File: config.mk
export PLATFORM = sky130hd
export DESIGN_NAME = byte_route_demux
export DESIGN_NICKNAME = d
export VERILOG_FILES = /design/src/rtl/byte_route_pkg.sv /design/src/rtl/route_cfg_regs.sv /design/src/rtl/frame_capture.sv /design/src/rtl/slot_lane.sv /design/src/rtl/byte_route_demux.sv
export SDC_FILE = /design/constraint.sdc
export NUM_CORES = 2
export LEC_CHECK = 0
export BUFFER_PORTS_ARGS = -buffer_cell sky130_fd_sc_hd__buf_2
export CAP_MARGIN = 20
export CORE_ASPECT_RATIO = 1.2
export CORE_MARGIN = 4
export CORE_UTILIZATION = 50
export CTS_CLUSTER_SIZE = 16
export DETAILED_ROUTE_END_ITERATION = 6
export PLACE_DENSITY = 0.78
export SETUP_SLACK_MARGIN = 0.1
export SLEW_MARGIN = 15
export SYNTH_ARGS = -nofsm -noshare
export SYNTH_HDL_FRONTEND = slang
export SYNTH_HIERARCHICAL = 1
export SYNTH_SLANG_ARGS = --single-unit
File: constraint.sdc
create_clock -name clk -period 9.24 [get_ports clk]
set_input_delay 2.31 -clock clk [delete_from_list [all_inputs] [get_ports clk]]
set_output_delay 2.31 -clock clk [all_outputs]
set_load 0.02 [all_outputs]
File: src/rtl/byte_route_pkg.sv
// Package: shared sizes and register indices for the byte-routing demultiplexer.
// Assumes four lanes of sixteen slots each and 32-bit configuration words.
package byte_route_pkg;
    localparam int NUM_LANES      = 4;
    localparam int SLOTS_PER_LANE = 16;
    localparam int NUM_SLOTS      = NUM_LANES * SLOTS_PER_LANE;
    localparam int WORD_W         = 32;
    localparam int SLOTS_PER_WORD = WORD_W / 8;
    localparam int MAP_WORDS      = NUM_SLOTS / SLOTS_PER_WORD;
    localparam int EN_WORDS       = NUM_SLOTS / WORD_W;
    localparam int MAX_CHANNELS   = 16;
    localparam int MAX_BYTES      = MAX_CHANNELS * (WORD_W / 8);
    localparam int BI_W           = $clog2(MAX_BYTES);
    localparam int FB_W           = BI_W + 1;
    localparam int REG_AW         = 5;

    localparam int REG_SLOT_EN = MAP_WORDS;
    localparam int REG_LANE_EN = REG_SLOT_EN + EN_WORDS;
    localparam int REG_GLOBAL  = REG_LANE_EN + 1;
    localparam int REG_SRST    = REG_GLOBAL + 1;
    localparam int REG_FORMAT  = REG_SRST + 1;

    typedef enum logic [1:0] {
        SW_8  = 2'd0,
        SW_16 = 2'd1,
        SW_32 = 2'd2
    } sample_w_e;
endpackage

File: src/rtl/route_cfg_regs.sv
// Module: configuration register file (map, slot enables, lane enables,
// global enable, soft-reset pulse, input format).
// Assumes one write per cycle; a pending soft reset wins over an enable write.
module route_cfg_regs
    import byte_route_pkg::*;
(
    input  logic                     clk,
    input  logic                     rst_n,
    input  logic                     we,
    input  logic [REG_AW-1:0]        addr,
    input  logic [WORD_W-1:0]        wdata,
    output logic [NUM_SLOTS*8-1:0]   map_flat,
    output logic [NUM_SLOTS-1:0]     slot_en,
    output logic [NUM_LANES-1:0]     lane_en,
    output logic                     glob_en,
    output logic                     srst_q,
    output logic [1:0]               wcode,
    output logic [3:0]               chans_m1
);
    logic [MAP_WORDS-1:0][WORD_W-1:0] map_q;
    logic [EN_WORDS-1:0][WORD_W-1:0]  en_q;

    assign map_flat = map_q;
    assign slot_en  = en_q;

    // Register writes, soft-reset pulse and its clearing of the global enable.
    always_ff @(posedge clk) begin
        if (!rst_n) begin
            map_q    <= '0;
            en_q     <= '0;
            lane_en  <= '0;
            glob_en  <= 1'b0;
            srst_q   <= 1'b0;
            wcode    <= '0;
            chans_m1 <= '0;
        end else begin
            srst_q <= 1'b0;
            if (we) begin
                if (int'(addr) < MAP_WORDS)
                    map_q[addr[$clog2(MAP_WORDS)-1:0]] <= wdata;
                else if (int'(addr) < REG_SLOT_EN + EN_WORDS)
                    en_q[int'(addr) - REG_SLOT_EN] <= wdata;
                else if (int'(addr) == REG_LANE_EN)
                    lane_en <= wdata[NUM_LANES-1:0];
                else if (int'(addr) == REG_GLOBAL)
                    glob_en <= wdata[0];
                else if (int'(addr) == REG_SRST)
                    srst_q <= wdata[0];
                else if (int'(addr) == REG_FORMAT) begin
                    wcode    <= wdata[1:0];
                    chans_m1 <= wdata[7:4];
                end
            end
            if (srst_q)
                glob_en <= 1'b0;
        end
    end

    // the soft-reset pulse lasts one cycle unless written again
    a_r10_srst_self_clear: assert property (@(posedge clk) disable iff (!rst_n)
        srst_q && !(we && int'(addr) == REG_SRST) |=> !srst_q)
        else $error("soft reset did not clear itself");

    // a soft reset leaves the block disabled
    a_r10_srst_disables: assert property (@(posedge clk) disable iff (!rst_n)
        srst_q |=> !glob_en)
        else $error("global enable survived soft reset");
endmodule

File: src/rtl/frame_capture.sv
// Module: packs input samples, low byte first, into a frame byte buffer and
// holds the frame until released. Assumes the format is stable during a frame.
// The buffer contents are not cleared by soft reset.
module frame_capture
    import byte_route_pkg::*;
(
    input  logic                     clk,
    input  logic                     rst_n,
    input  logic                     clr,
    input  logic                     accept_en,
    input  logic                     in_valid,
    input  logic                     in_sof,
    input  logic [WORD_W-1:0]        in_data,
    input  logic [1:0]               wcode,
    input  logic [3:0]               chans_m1,
    input  logic                     release_i,
    output logic                     in_ready,
    output logic                     full,
    output logic [FB_W-1:0]          frame_bytes,
    output logic [MAX_BYTES*8-1:0]   buf_flat
);
    logic [MAX_BYTES-1:0][7:0] buf_q;
    logic [FB_W-1:0]           wptr;
    logic [3:0]                cnt;
    logic [2:0]                bps;
    logic [1:0]                wsh;
    logic [FB_W-1:0]           base;
    logic [3:0]                cnt_eff;
    logic                      accept;

    // Sample width code to byte count and shift.
    always_comb begin
        unique case (sample_w_e'(wcode))
            SW_8:    begin bps = 3'd1; wsh = 2'd0; end
            SW_16:   begin bps = 3'd2; wsh = 2'd1; end
            default: begin bps = 3'd4; wsh = 2'd2; end
        endcase
    end

    assign frame_bytes = (FB_W'(chans_m1) + FB_W'(1)) << wsh;
    assign in_ready    = accept_en && !full;
    assign accept      = in_valid && in_ready;
    assign base        = in_sof ? '0 : wptr;
    assign cnt_eff     = in_sof ? '0 : cnt;
    assign buf_flat    = buf_q;

    // Byte buffer write: each used sample byte lands at its frame offset.
    always_ff @(posedge clk) begin
        for (int b = 0; b < WORD_W / 8; b++) begin
            if (accept && 3'(b) < bps && int'(base) + b < MAX_BYTES)
                buf_q[BI_W'(int'(base) + b)] <= in_data[8*b +: 8];
        end
    end

    // Write pointer, sample count and frame-held flag.
    always_ff @(posedge clk) begin
        if (!rst_n || clr) begin
            wptr <= '0;
            cnt  <= '0;
            full <= 1'b0;
        end else if (release_i) begin
            wptr <= '0;
            cnt  <= '0;
            full <= 1'b0;
        end else if (accept) begin
            if (cnt_eff == chans_m1) begin
                full <= 1'b1;
                wptr <= '0;
                cnt  <= '0;
            end else begin
                wptr <= base + FB_W'(bps);
                cnt  <= cnt_eff + 4'd1;
            end
        end
    end

    // a held frame stays held until released or cleared
    a_r7_frame_held: assert property (@(posedge clk) disable iff (!rst_n)
        full && !release_i && !clr |=> full)
        else $error("frame dropped without release");
endmodule

File: src/rtl/slot_lane.sv
// Module: one output lane. Walks its slots in ascending order, skipping
// disabled slots in zero cycles, and emits the mapped frame byte per slot.
// Assumes map and enables are stable while busy.
module slot_lane
    import byte_route_pkg::*;
#(
    parameter int SLOTS = SLOTS_PER_LANE
) (
    input  logic                     clk,
    input  logic                     rst_n,
    input  logic                     clr,
    input  logic                     start,
    input  logic                     lane_en,
    input  logic [SLOTS-1:0]         slot_en,
    input  logic [SLOTS*8-1:0]       map_flat,
    input  logic [MAX_BYTES*8-1:0]   buf_flat,
    input  logic [FB_W-1:0]          frame_bytes,
    input  logic                     out_ready,
    output logic                     out_valid,
    output logic [7:0]               out_data,
    output logic                     out_last,
    output logic                     busy
);
    localparam int SEL_W = $clog2(SLOTS);
    localparam int IDX_W = SEL_W + 1;

    logic [IDX_W-1:0] idx;
    logic [SEL_W-1:0] sel;
    logic             found;
    logic             more;
    logic [7:0]       off;

    // Find the lowest enabled slot at or above the walk index, and whether another follows.
    always_comb begin
        found = 1'b0;
        more  = 1'b0;
        sel   = '0;
        for (int i = 0; i < SLOTS; i++) begin
            if (slot_en[i] && IDX_W'(i) >= idx) begin
                if (found) more = 1'b1;
                else begin
                    found = 1'b1;
                    sel   = SEL_W'(i);
                end
            end
        end
    end

    // Byte fetch from the frame buffer, zero when the offset is past the frame.
    always_comb begin
        off = map_flat[8*int'(sel) +: 8];
        if (off < {1'b0, frame_bytes})
            out_data = buf_flat[{off[BI_W-1:0], 3'b000} +: 8];
        else
            out_data = 8'h00;
    end

    assign out_valid = busy && found;
    assign out_last  = found && !more;

    // Walk state: start on a new frame, advance on accept, finish when no slot remains.
    always_ff @(posedge clk) begin
        if (!rst_n || clr) begin
            busy <= 1'b0;
            idx  <= '0;
        end else if (start) begin
            busy <= lane_en;
            idx  <= '0;
        end else if (busy) begin
            if (!found)
                busy <= 1'b0;
            else if (out_ready)
                idx <= {1'b0, sel} + IDX_W'(1);
        end
    end

    // a byte under back-pressure stays put
    a_r7_hold_stable: assert property (@(posedge clk) disable iff (!rst_n)
        out_valid && !out_ready && !clr |=> out_valid && $stable(out_data))
        else $error("byte changed while stalled");

    // after a non-final byte is taken the next one follows at once
    a_r4_no_gap: assert property (@(posedge clk) disable iff (!rst_n)
        out_valid && out_ready && !out_last && !clr |=> out_valid)
        else $error("gap inside a lane frame");
endmodule

File: src/rtl/byte_route_demux.sv
// Module: top of the byte-mapped frame demultiplexer. Captures a frame,
// launches all lanes together and releases the frame once every lane is idle.
// Assumes configuration changes only while no frame is held.
module byte_route_demux
    import byte_route_pkg::*;
(
    input  logic                        clk,
    input  logic                        rst_n,
    input  logic                        cfg_we,
    input  logic [REG_AW-1:0]           cfg_addr,
    input  logic [WORD_W-1:0]           cfg_wdata,
    input  logic                        in_valid,
    output logic                        in_ready,
    input  logic                        in_sof,
    input  logic [WORD_W-1:0]           in_data,
    output logic [NUM_LANES-1:0]        out_valid,
    input  logic [NUM_LANES-1:0]        out_ready,
    output logic [NUM_LANES*8-1:0]      out_data,
    output logic [NUM_LANES-1:0]        out_last,
    output logic                        active,
    output logic                        srst_busy
);
    logic [NUM_SLOTS*8-1:0] map_flat;
    logic [NUM_SLOTS-1:0]   slot_en;
    logic [NUM_LANES-1:0]   lane_en;
    logic                   glob_en;
    logic                   srst_q;
    logic [1:0]             wcode;
    logic [3:0]             chans_m1;
    logic                   full;
    logic [FB_W-1:0]        frame_bytes;
    logic [MAX_BYTES*8-1:0] buf_flat;
    logic [NUM_LANES-1:0]   lane_busy;
    logic                   launched;
    logic                   launch;
    logic                   release_w;

    route_cfg_regs u_cfg (
        .clk(clk), .rst_n(rst_n), .we(cfg_we), .addr(cfg_addr), .wdata(cfg_wdata),
        .map_flat(map_flat), .slot_en(slot_en), .lane_en(lane_en), .glob_en(glob_en),
        .srst_q(srst_q), .wcode(wcode), .chans_m1(chans_m1)
    );

    frame_capture u_cap (
        .clk(clk), .rst_n(rst_n), .clr(srst_q), .accept_en(glob_en),
        .in_valid(in_valid), .in_sof(in_sof), .in_data(in_data),
        .wcode(wcode), .chans_m1(chans_m1), .release_i(release_w),
        .in_ready(in_ready), .full(full), .frame_bytes(frame_bytes), .buf_flat(buf_flat)
    );

    assign launch    = full && !launched;
    assign release_w = launched && !(|lane_busy);
    assign active    = glob_en || full;
    assign srst_busy = srst_q;

    // Hand-off state: one launch per held frame, cleared on release or soft reset.
    always_ff @(posedge clk) begin
        if (!rst_n || srst_q)
            launched <= 1'b0;
        else if (release_w)
            launched <= 1'b0;
        else if (launch)
            launched <= 1'b1;
    end

    for (genvar g = 0; g < NUM_LANES; g++) begin : g_lane
        slot_lane #(.SLOTS(SLOTS_PER_LANE)) u_lane (
            .clk(clk), .rst_n(rst_n), .clr(srst_q), .start(launch),
            .lane_en(lane_en[g]),
            .slot_en(slot_en[g*SLOTS_PER_LANE +: SLOTS_PER_LANE]),
            .map_flat(map_flat[g*SLOTS_PER_LANE*8 +: SLOTS_PER_LANE*8]),
            .buf_flat(buf_flat), .frame_bytes(frame_bytes),
            .out_ready(out_ready[g]), .out_valid(out_valid[g]),
            .out_data(out_data[8*g +: 8]), .out_last(out_last[g]), .busy(lane_busy[g])
        );
    end

    // no new input while any lane is still draining
    a_r7_ready_low_busy: assert property (@(posedge clk) disable iff (!rst_n)
        (|lane_busy) |-> !in_ready)
        else $error("input accepted while lanes busy");

    // an inactive block is silent
    a_r9_idle_quiet: assert property (@(posedge clk) disable iff (!rst_n)
        !active |-> (out_valid == '0) && !in_ready)
        else $error("traffic while inactive");

    // a disabled lane never raises valid
    a_r6_lane_silent: assert property (@(posedge clk) disable iff (!rst_n)
        (out_valid & ~lane_en) == '0)
        else $error("disabled lane emitted");
endmodule

Word-level counts from Yosys, hierarchy flattened. Index checks and enable logic that the tools add are counted.

Flip-flop bits (word level): 1137. Input port bits: 78. Word-level logic and storage cells: 686.

Add/sub/neg operators: 11. Order comparisons: 90. Eq/ne operators: 6. Shifts and indexed selects: 9. Mux-type cells: 348. Bitwise operators: 7. Reductions and logical operators: 116.

Operators with widths (number): $bwmux W512 (5); $mux W512 (4); $shiftx A512 B10 Y8 (4); $shiftx A128 B8 Y8 (4); $mux W4 (118); $mux W1 (200); $demux W8 S6 (4); $ge A4 B5 Y1 const A (32); $demux W32 S4 (1); $lt A32 B8 Y1 const B (3); $logic_and A1 B1 Y1 (90); $ge A3 B5 Y1 const A (16); $bwmux W64 (1); $mux W32 (2); $mux W8 (8); $ge A1 B5 Y1 const A (8); $ge A2 B5 Y1 const A (8); $demux W32 S1 (1); $ge A32 B1 Y1 const B (1); $lt A32 B3 Y1 const B (1); $lt A6 B8 Y1 const B (4); $lt A8 B7 Y1 (4); $add A4 B1 Y5 const B (5); $ge A6 B1 Y1 const B (4); 30 further kinds (59).

Depth between registers and ports, before layout.
Word-level depth: 36. Gate-level depth with buffers: 27. Depth with buffers taken out: 20.

Hierarchy. The synthesis kept the hierarchy.

Modules (own cells, without submodules): frame_capture (instances 1, cells each 2895, area an instance 24782.5 um^2, sequential area each 10490.1 um^2); route_cfg_regs (instances 1, cells each 1993, area an instance 20881.3 um^2, sequential area each 11771.3 um^2); slot_lane (g_lane[0].u_lane ...) (instances 2, cells each 713, area an instance 6627.6 um^2, sequential area each 120.1 um^2); slot_lane (g_lane[2].u_lane) (instances 1, cells each 941, area an instance 7547.2 um^2, sequential area each 120.1 um^2); slot_lane (g_lane[3].u_lane) (instances 1, cells each 1187, area an instance 7387.1 um^2, sequential area each 120.1 um^2); byte_route_demux (instances 1, cells each 8, area an instance 73.8 um^2, sequential area each 20.0 um^2).

Worst setup path before layout. No wires, ideal clock.

Path kind: register to output. Start: reg g_lane[3].u_lane.idx[2]. End: out out_data[24]. Arrival: 5236 ps. Required time: 6930 ps. Setup slack: 1694 ps. Cell stages (with the launch flop): 24. Path through: dfxtp_1 -> nor3_2 -> nand3b_1 -> a31oi_1 -> a21oi_1 -> a21oi_2 -> a21oi_4 -> inv_4 -> buf_6 -> buf_4 -> clkbuf_1 -> buf_1 -> mux2i_1 -> a211oi_1 -> a311oi_1 -> a21oi_1 -> ha_1 -> and3_1 -> a221oi_1 -> o21ai_0 -> a31oi_1 -> nand2b_1 -> clkbuf_1 -> o32ai_1.

Longest elaborated chain between the ends: 36. Elaborated cells on any way between the ends: 81. Those cells by class: order compare (17); shift (2); mux (46); reduce/logical (16).

Ends and longest elaborated chain: start, declared (RTL line slot_lane.sv:27) `logic [IDX_W-1:0] idx;`; start signal, assigned (RTL line slot_lane.sv:73) `idx <= {1'b0, sel} + IDX_W'(1);`; $ge A1 B5 Y1 (RTL line slot_lane.sv:39) `if (slot_en[i] && IDX_W'(i) >= idx) begin`; $logic_and A1 B1 Y1 (RTL line slot_lane.sv:39); $mux W1 (RTL line slot_lane.sv:39); $mux W1 (RTL line slot_lane.sv:40) `if (found) more = 1'b1;`; $mux W4 (RTL line slot_lane.sv:39); $mux W4 (RTL line slot_lane.sv:40); $mux W4 (RTL line slot_lane.sv:39); $mux W4 (RTL line slot_lane.sv:40); (+20 left out); $mux W4 (RTL line slot_lane.sv:39); $mux W4 (RTL line slot_lane.sv:40); $mux W4 (RTL line slot_lane.sv:39); $mux W4 (RTL line slot_lane.sv:40); $mux W4 * (RTL line slot_lane.sv:39); $shiftx A128 B8 Y8 * (RTL line slot_lane.sv:51) `off = map_flat[8*int'(sel) +: 8];`; $shiftx A512 B10 Y8 / $lt A8 B7 Y1 (equally long branches) (RTL line slot_lane.sv:53, slot_lane.sv:52); $mux W8 * (RTL line slot_lane.sv:52) `if (off < {1'b0, frame_bytes})`; end, declared (RTL line byte_route_demux.sv:18) `output logic [NUM_LANES*8-1:0] out_data,`.

Every way passes the cells marked *; elsewhere a longest branch is shown, timed or not.

Worst setup path in the final report.
Start: reg g_lane[1].u_lane.idx[1]. End: out out_data[15].

Longest elaborated chain between the ends: 36. Elaborated cells on any way between the ends: 81. Those cells by class: order compare (17); shift (2); mux (46); reduce/logical (16).

Ends and longest elaborated chain (RTL line): start, declared (slot_lane.sv:27); start signal, assigned (slot_lane.sv:73); $ge A1 B5 Y1 (slot_lane.sv:39); $logic_and A1 B1 Y1 (slot_lane.sv:39); $mux W1 (slot_lane.sv:39); $mux W1 (slot_lane.sv:40); $mux W4 (slot_lane.sv:39); $mux W4 (slot_lane.sv:40); $mux W4 (slot_lane.sv:39); $mux W4 (slot_lane.sv:40); (+20 left out); $mux W4 (slot_lane.sv:39); $mux W4 (slot_lane.sv:40); $mux W4 (slot_lane.sv:39); $mux W4 (slot_lane.sv:40); $mux W4 * (slot_lane.sv:39); $shiftx A128 B8 Y8 * (slot_lane.sv:51); $shiftx A512 B10 Y8 / $lt A8 B7 Y1 (equally long branches) (slot_lane.sv:53, slot_lane.sv:52); $mux W8 * (slot_lane.sv:52).

Marked as above.

==> run_results.csv <==
group,metric,value,unit
detailed_routing,avgRoutedWirePerCell,30.5,um
die,die_w,359,um
synthesis,ys_types,132,
critical_path,ff2ff_setup_slack,4.29,ns
die,fp.dieH,429,um
synthesis,synthTopCellsByArea,"dfxtp_1 (31%), mux2i_1 (22%), nand2_1 (7.1%), mux4_2 (5.0%), clkbuf_1 (3.2%)",
critical_path,crit_required,6.93,ns
placement,placed_cells,9736,
clock_network,htreeDepth,3,
detailed_routing,vias_per_cell,7.01,
placement,pre_cts_ws,0.0437,ns
final_layout,layout.cells.non_filler,10019,
timing,grt_setup_unrepaired,"true",
detailed_routing,drt-initial-drc-count,10535,
timing,fin_crit_sh,0.990,
detailed_routing,vias,70194,
synthesis,synth_top_family_by_area,"multiplexers",
clock_network,cts_tree,"yes",
synthesis,synth_top_area_frac,0.308,
final_layout,drive_gt1_frac,0.141,
grt,antenna_found_initial,36,
timing,layout_setup_ws,0.0937,ns
detailed_routing,ant_nets,0,
worst_hold_path,hp-class,"reg -> reg",
clock_network,cts_buffer_depth,3,
synthesis,ys.flop_type,"dfxtp_1",
timing,tightest_slew,1.33,ns
critical_path,cp-start-kind,"register",
grt,grt_pass1_wl,439,mm
synthesis,syn_area,0.0739,mm^2
clock_network,clock_sinks,1137,
synthesis,yosys.area.top_type,"dfxtp_1",
final_layout,finish.instance_area,0.0794,mm^2
clock_network,clock_latency,0.86,ns
timing,min_period,9.15,ns
die,start_util,0.504,
synthesis,async_reset_ff_frac,0,
pwr,power_density,147,mW/mm^2
timing,clock.fmax,109,MHz
synthesis,ys_warn_count,6,
detailed_routing,wl,305,mm
synthesis,synth_cells,8450,
pwr,peakVddDrop,0.000186,V
clock_network,clk_pin_slew,0.06,ns
timing,slew_violations,0,
timing,fin_worst_skew,0.105,ns
synthesis,syn-num-nets,8565,
final_layout,syn_to_final_growth,7.37,%
synthesis,seq_area_frac_synth,0.308,
synthesis,synth_compound_area_frac,0.161,
timing,final-hold-violation-count,0,
die,core_area,0.147,mm^2
timing,relSlewSlack,0.116,
synthesis,synth_seq_cells,1137,
critical_path,cp.arrival,6.84,ns
final_layout,final_nets,8058,
synthesis,synth_xor_xnor_area_share,0.00261,
outcome,outcome,"complete, but fails checks",
detailed_routing,drc,32,
timing,setup_viol,0,
placement,placed_area,0.0744,mm^2
critical_path,cp-end-kind,"output pin",
synthesis,synth-simple-area-share,0.161,
placement,io_buffers,120,
grt,grt_pass1_vias,65655,
outcome,violations,"design-rule violations",
die,rows,154,
timing,fin_setup_tns,0,ns
pwr,p_leak,30.4,nW
die,io_pins,121,
synthesis,synth_adder_area_share,0.00718,
grt,grt_overflow_total,0,
clock_network,numCtsBuffers,117,
placement,dp_hpwl,199,mm
placement,gp_congestion,1.08,
grt,grtUsageTotal,0.374,
detailed_routing,dr.pass1.iters,7,
synthesis,syn_area_per_cell,8.75,um^2
critical_path,crit_type,"reg -> out",
clock_network,cts-root-buf,"clkbuf_16",
final_layout,num-fill-cells,12965,
job,drv_cap,0,
die,dieArea,0.154,mm^2
critical_path,path_max_fanout,32,
grt,grt_max_degree,233,
synthesis,synth_edf_count,0,
synthesis,synth_mux_area_frac,0.292,
[cell families (layout without fill, tap and decap cells)]
kind of cell / after synthesis / after routing
compound gates: 1691 / 1691
other cells: 0 / 26
xor+xnor: 22 / 22
mux: 1931 / 1931
flops: 1137 / 1137
buf+inv: 1063 / 653
fa+ha+maj: 43 / 43
simple gates: 2563 / 2566
[through the flow]
stage / utilization / power, mW / hold slack, ns
2_1_floorplan: - / 6.00 / 0.430
3_3_place_gp: 0.506 / 6.51 / 0.375
3_5_place_dp: 0.506 / 6.52 / 0.380
4_1_cts: 0.536 / 11.5 / 0.390
5_1_grt: 0.540 / 11.9 / 0.402
6_report: 0.541 / 11.6 / 0.389
[final cells by class]
cell class | instances | area [um^2] | area share
multi-input combinational | 6253 | 46700 | 0.588
clock inverter | 45 | 654 | 0.00824
inverter | 71 | 292 | 0.00367
antenna | 26 | 65.1 | 0.000820
sequential | 1137 | 22800 | 0.287
tap | 1950 | 2440 | 0.0307
timing repair buffer | 363 | 2960 | 0.0372
clock buffer | 174 | 3490 | 0.0440
[synth_stat cells, drive strengths merged (16+ instances only)]
| cell | instances |
|---|---|
| a211o | 16 |
| a211oi | 77 |
| a21o | 17 |
| a21oi | 203 |
| a221o | 32 |
| a221oi | 102 |
| a22o | 20 |
| a22oi | 136 |
| a311oi | 24 |
| a31oi | 200 |
| a32oi | 49 |
| and2 | 42 |
| and3 | 61 |
| buf | 354 |
| clkbuf | 638 |
| dfxtp | 1137 |
| ha | 36 |
| inv | 69 |
| mux2 | 159 |
| mux2i | 1609 |
| mux4 | 163 |
| nand2 | 1412 |
| nand2b | 51 |
| nand3 | 249 |
| nand3b | 16 |
| nand4 | 76 |
| nor2 | 360 |
| nor2b | 34 |
| nor3 | 83 |
| nor3b | 19 |
| nor4 | 28 |
| nor4b | 25 |
| o2111ai | 41 |
| o211ai | 185 |
| o21ai | 357 |
| o22ai | 38 |
| o311ai | 47 |
| o31ai | 29 |
| o32ai | 20 |
| or2 | 25 |
| or3 | 24 |
[sequential cells by signal, indices dropped and copies added, names as in the netlist]
name / cells
u_cfg/srst_q: 1
u_cfg/chans_m1: 4
u_cap/cnt: 4
u_cfg/wcode: 2
g_lane.u_lane/busy: 4
u_cap/full: 1
g_lane.u_lane/idx: 20
u_cap/buf_flat: 512
u_cap/wptr: 7
u_cfg/slot_en: 64
launched: 1
u_cfg/glob_en: 1
u_cfg/map_flat: 512
u_cfg/lane_en: 4
[path summary, 6_finish.rpt]
check	depth (start not counted)	from	to
worst max-delay path	18	g_lane[1].u_lane/idx[1]	out_data[15]
worst min-delay path	0	u_cap/buf_flat[274]	u_cap/buf_flat[274]
worst max register to register	10	u_cap/wptr[0]	u_cap/buf_flat[169]
worst min register to register	0	u_cap/buf_flat[274]	u_cap/buf_flat[274]
[worst max-delay path, cell delays in order, from the launching register on]
cell and delay, ns:
dfxtp_2 0.49, o21ai_0 0.15, a32o_1 0.38, or4_1 0.57, o32ai_4 0.46, nor2_4 0.10
buf_4 0.28, a211oi_1 0.32, a311oi_1 0.12, o31ai_1 0.55, buf_4 0.25, inv_1 0.07
nand2_1 0.63, buf_4 0.36, a221oi_1 0.12, o31ai_1 0.28, nand4_1 0.25, a22o_1 0.36
buf_2 0.20
[what timing repair did]
item	4_1_cts	5_1_grt
setup endpoints to repair	24	32
gates resized for setup	24	53
buffers inserted	11	10
hold buffers	0	0
cloned	2	3
pin swaps	4	6
[cell usage in the layout, fill, tap and decap left out, types with 122 or more instances in the layout]
cell type,n
a21oi_1,197
a22oi_1,132
a31oi_1,197
buf_2,122
buf_4,196
dfxtp_1,1125
mux2_2,153
mux2i_1,1607
mux4_2,162
nand2_1,1392
nand3_1,246
nor2_1,340
o211ai_1,178
o21ai_0,305
[routing by layer]
layer,track usage,vias to the layer above,share of wire
li1,-,29934,-
met1,0.428,33392,0.34
met2,0.551,5164,0.42
met3,0.143,1678,0.13
met4,0.308,26,0.10
met5,0.00187,-,0.00078
[power by group]
| group | internal (mW) | leakage (nW) | switching, mW |
|---|---|---|---|
| clock | 2.88 | 2.03 | 2.20 |
| sequential | 4.92 | 9.17 | 0.0168 |
| combinational | 0.496 | 19.2 | 1.12 |
Power figures use the tool's default switching activity.
